==> src/rtl/nandm_iobuf.sv <==
// Page-plus-spare I/O buffer. It is loaded from the array or with the ID
// bytes, filled by program data words and drained by read strobes. Only
// one operation input is expected to be active per cycle.
module nandm_iobuf #(
    parameter int BUF_N     = 20,
    parameter int BUS_BYTES = 1,
    parameter int LEN_W     = 6
) (
    input  logic                   clk,
    input  logic                   rst_n,
    input  logic                   clear,
    input  logic                   load_en,
    input  logic [BUF_N*8-1:0]     load_data,
    input  logic [15:0]            load_col,
    input  logic                   id_en,
    input  logic [31:0]            id_bytes,
    input  logic                   push_en,
    input  logic [BUS_BYTES*8-1:0] push_word,
    input  logic                   pop_en,
    output logic [BUS_BYTES*8-1:0] word_out,
    output logic [LEN_W-1:0]       len,
    output logic [BUF_N*8-1:0]     buf_flat
);
    localparam int IDX_W = $clog2(BUF_N);

    logic [7:0]  mem [BUF_N];
    logic [15:0] ptr;

    // Buffer contents, read pointer and valid length.
    always_ff @(posedge clk) begin
        if (!rst_n) begin
            ptr <= '0;
            len <= '0;
            for (int b = 0; b < BUF_N; b++) mem[b] <= 8'h00;
        end else if (clear) begin
            ptr <= '0;
            len <= '0;
        end else if (load_en) begin
            for (int b = 0; b < BUF_N; b++) mem[b] <= load_data[b*8 +: 8];
            ptr <= load_col;
            len <= (int'(load_col) < BUF_N) ? LEN_W'(BUF_N - int'(load_col)) : '0;
        end else if (id_en) begin
            for (int b = 0; b < BUF_N; b++) mem[b] <= 8'h00;
            for (int i = 0; i < 4; i++) mem[IDX_W'(i*BUS_BYTES)] <= id_bytes[i*8 +: 8];
            ptr <= '0;
            len <= LEN_W'(4*BUS_BYTES);
        end else if (push_en && int'(len) < BUF_N) begin
            for (int i = 0; i < BUS_BYTES; i++) begin
                if (int'(len) + i < BUF_N) mem[IDX_W'(int'(len) + i)] <= push_word[i*8 +: 8];
            end
            len <= len + LEN_W'(BUS_BYTES);
        end else if (pop_en && len != '0) begin
            ptr <= ptr + 16'(BUS_BYTES);
            len <= (int'(len) > BUS_BYTES) ? len - LEN_W'(BUS_BYTES) : '0;
        end
    end

    // Word at the read pointer, zero where no valid byte remains.
    always_comb begin
        for (int i = 0; i < BUS_BYTES; i++) begin
            if (int'(len) > i && int'(ptr) + i < BUF_N)
                word_out[i*8 +: 8] = mem[IDX_W'(int'(ptr) + i)];
            else
                word_out[i*8 +: 8] = 8'h00;
        end
    end

    for (genvar g = 0; g < BUF_N; g++) begin : g_flat
        assign buf_flat[g*8 +: 8] = mem[g];
    end

    // the valid length never exceeds one page plus spare.
    a_r9_no_overflow: assert property (@(posedge clk) disable iff (!rst_n)
        int'(len) <= BUF_N);

    // a lone read pop moves pointer and length by one bus width.
    a_r10_pop_step: assert property (@(posedge clk) disable iff (!rst_n)
        (pop_en && !clear && !load_en && !id_en && !push_en && int'(len) >= BUS_BYTES)
        |=> (len == $past(len) - LEN_W'(BUS_BYTES)) && (ptr == $past(ptr) + 16'(BUS_BYTES)));

endmodule

==> config.mk <==
export PLATFORM = sky130hd
export DESIGN_NAME = nandm_iobuf
export DESIGN_NICKNAME = d
export VERILOG_FILES = /design/src/rtl/nandm_iobuf.sv
export SDC_FILE = /design/constraint.sdc
export NUM_CORES = 1
export LEC_CHECK = 0
export ABC_AREA = 1
export BUFFER_PORTS_ARGS = -buffer_cell sky130_fd_sc_hd__buf_2
export CAP_MARGIN = 25
export CORE_ASPECT_RATIO = 1.5
export CORE_MARGIN = 10
export CORE_UTILIZATION = 50
export CTS_BUF_LIST = sky130_fd_sc_hd__clkbuf_8
export CTS_CLUSTER_SIZE = 10
export DETAILED_ROUTE_END_ITERATION = 7
export PLACE_DENSITY = 0.76
export SYNTH_ARGS = -nofsm -noshare
export SYNTH_HDL_FRONTEND = slang
export SYNTH_SLANG_ARGS = --single-unit
==> constraint.sdc <==
create_clock -name clk -period 2.75 [get_ports clk]
set_clock_uncertainty 0.1 [all_clocks]
set_input_delay 0.4125 -clock clk [delete_from_list [all_inputs] [get_ports clk]]
set_output_delay 0.4125 -clock clk [all_outputs]
set_load 0.01 [all_outputs]
==> impl_metrics.ini <==
[outcome]
status = finished, violations left
violations = negative setup slack

[job]
drv_cap = 0

[route]
drtAntennaViolNets = 0
drt-wirelength-per-cell_um = 22.5
dr.pass1.iters = 7
drtIter0Drc = 1505
drc = 0
drt-vias-per-instance = 5.55
vias = 14700
wirelength_mm = 59.6

[floorplan]
die_w_um = 161
core_um2 = 29500
std_cell_rows = 77
die_area_um2 = 37400
initial_core_util_pct = 50.8
io_pins = 397
die_h_um = 232

[timing]
maxSlewViolCount = 0
worst_slack_ns = -0.0208
timing.fmax_mhz = 361
worst_pin_slew_ns = 0.656
setup_viol = 2
fin_crit_ns = 2.77
fin_crit_sh_pct = 101
finalHoldViolCount = 0
tns_ns = -0.0379
rsz0062_at_grt = yes
relSlewSlack_pct = 56.2
hold_slack_ns = 0.0264

[global_routing]
overflow = 0
grt_max_degree = 100
antenna_found_initial = 1
grt_pass1_vias = 15000
grt_usage_pct = 30.6
grt_first_pass_wirelength_mm = 87.8

[clock_network]
path_clk_slew_ns = 0.06
htreeDepth = 2
clockBufferDepth = 3
cts.sinks = 283
clock_latency_ns = 0.57
cts_tree = built
cts_root_buf = clkbuf_8
cts_buffers = 42

[setup_path]
worstSetupPathType = reg -> out
worstRegToRegCells = 6
reg2reg_slack_ns = 0.44
cp-start-kind = flop
r2r-start = len[1]$_SDFFE_PP0P_
cp_max_fo = 12
worst_ep_required_time_ns = 2.24
rr_endpoint = mem[13][1]$_DFFE_PP_
end_kind = output pin
cp.arrival_ns = 2.26

[place]
dpl_worst_slack_ns = 0.314
port_buffers = 396
hpwl_mm = 44.7
place_congestion = 0.970

[min_path]
min_path_cells = 3
hold_path_class = in -> reg
holdPathEnd = mem[4][2]$_DFFE_PP_
hp-start = load_data[34]

[cells_and_area]
area_growth_pct = 29.2
layout-drive-gt1-share_pct = 29.6
final_util_pct = 65.6
layout_commonest_cell = nand2_1
layout_common_cells = nand2_1 (514), buf_2 (395), edfxtp_1 (256)
layout.nets = 2455

[logic_synthesis]
synthCells = 1731
syn_area_per_cell_um2 = 8.65
seq_area_frac_synth_pct = 55.0
ys_ff_latch = 283
ys_warn_count = 0
netlist_area_um2 = 15000
synth_cell_types = 38

[pwr]
power_density_nw_per_um2 = 540
power_mw = 10.4
p_leak_nw = 8.62
vdd_ir_drop_max_uv = 314
timing repair:
item	4_1_cts	5_1_grt
setup endpoints to repair	8	8
resized for setup	34	44
hold buffers	2	0
gates cloned	5	4
setup buffers	5	1
pin swaps	7	8
hold endpoints to repair	2	0
worst max-delay path, stage by stage (launching register included):
cell	delay [ns]
dfxtp_4	0.40
buf_6	0.16
buf_12	0.14
nand2_1	0.10
nand3_1	0.11
nand3_2	0.16
nand3_2	0.12
nand2_1	0.07
nand2_1	0.06
nand2_1	0.08
nor2_2	0.12
buf_2	0.15
registers in the layout, summed over array words and instances, names as in the netlist, named ones only:
name / flops
len: 6
mem: 256
ptr: 16
worst max-delay path by stage:
stage	from	end	cells past startpoint
finish	flop	word_out[2]	11
global placement	len[0]$_SDFFE_PP0P_	word_out[1]	9
floorplan	load_en	mem[10][0]$_DFFE_PP_	9
detailed placement	len[0]$_SDFFE_PP0P_	word_out[1]	9
CTS	flop	word_out[6]	13
global route	flop	word_out[6]	13
cells by family after synthesis:
logic type / after synthesis / share of synthesized area (%)
AND/OR/NAND/NOR: 971 / 28.2
flip-flops: 283 / 55.0
AO/OA/AOI/OAI: 256 / 10.1
buffers and inverters: 207 / 5.73
XOR/XNOR: 7 / 0.410
adder cells (fa/ha/maj): 6 / 0.501
other: 1 / 0.0250
metal layers:
metal / vias up / global-route usage [%] / wire (um) / share of wire, %
met5: - / 0 / 0 / 0
met4: 0 / 17.1 / 3410 / 5.7
met2: 838 / 53.7 / 30400 / 51
li1: 6757 / - / - / -
met3: 193 / 6.39 / 5050 / 8.5
met1: 6933 / 33.8 / 20700 / 35
through the flow:
stage,cells,area [um2]
floorplan,1826,15300
global placement,2561,17900
detailed placement,2561,17900
CTS,2649,19100
global route,2654,19300
finish,2654,19300
Yosys cell counts, drive strengths merged:
| cell | instances | area share [%] |
|---|---|---|
| a21oi | 21 | 0.70 |
| buf | 47 | 1.7 |
| clkbuf | 58 | 1.5 |
| clkinv | 3 | 0.084 |
| conb | 1 | 0.025 |
| dfxtp | 27 | 3.6 |
| edfxtp | 256 | 51 |
| ha | 6 | 0.50 |
| inv | 99 | 2.5 |
| nand2 | 536 | 15 |
| nand3 | 268 | 9.2 |
| nand4 | 3 | 0.17 |
| nor2 | 158 | 4.1 |
| nor3 | 4 | 0.13 |
| nor4 | 2 | 0.084 |
| o211ai | 3 | 0.15 |
| o21ai | 229 | 9.1 |
| o21bai | 2 | 0.10 |
| o22ai | 1 | 0.042 |
| xnor2 | 1 | 0.059 |
| xor2 | 6 | 0.35 |
layout make-up:
class	count	area (um2)
Inverter	102	418
Timing Repair Buffer	460	2850
Clock buffer	46	633
Tap cell	395	494
Fill cell	2539	10100
Multi-Input combinational cell	1336	6500
Sequential cell	283	8240
Clock inverter	30	208
Antenna cell	1	2.50
Timing Repair inverter	1	11.3
report_power, final:
group | switching [mW] | leakage (nW) | internal (mW)
registers | 0.225 | 2.79 | 5.06
logic | 1.08 | 5.37 | 0.595
clock network | 1.66 | 0.462 | 1.83
Note: power is estimated with default switching activity, not from simulation.
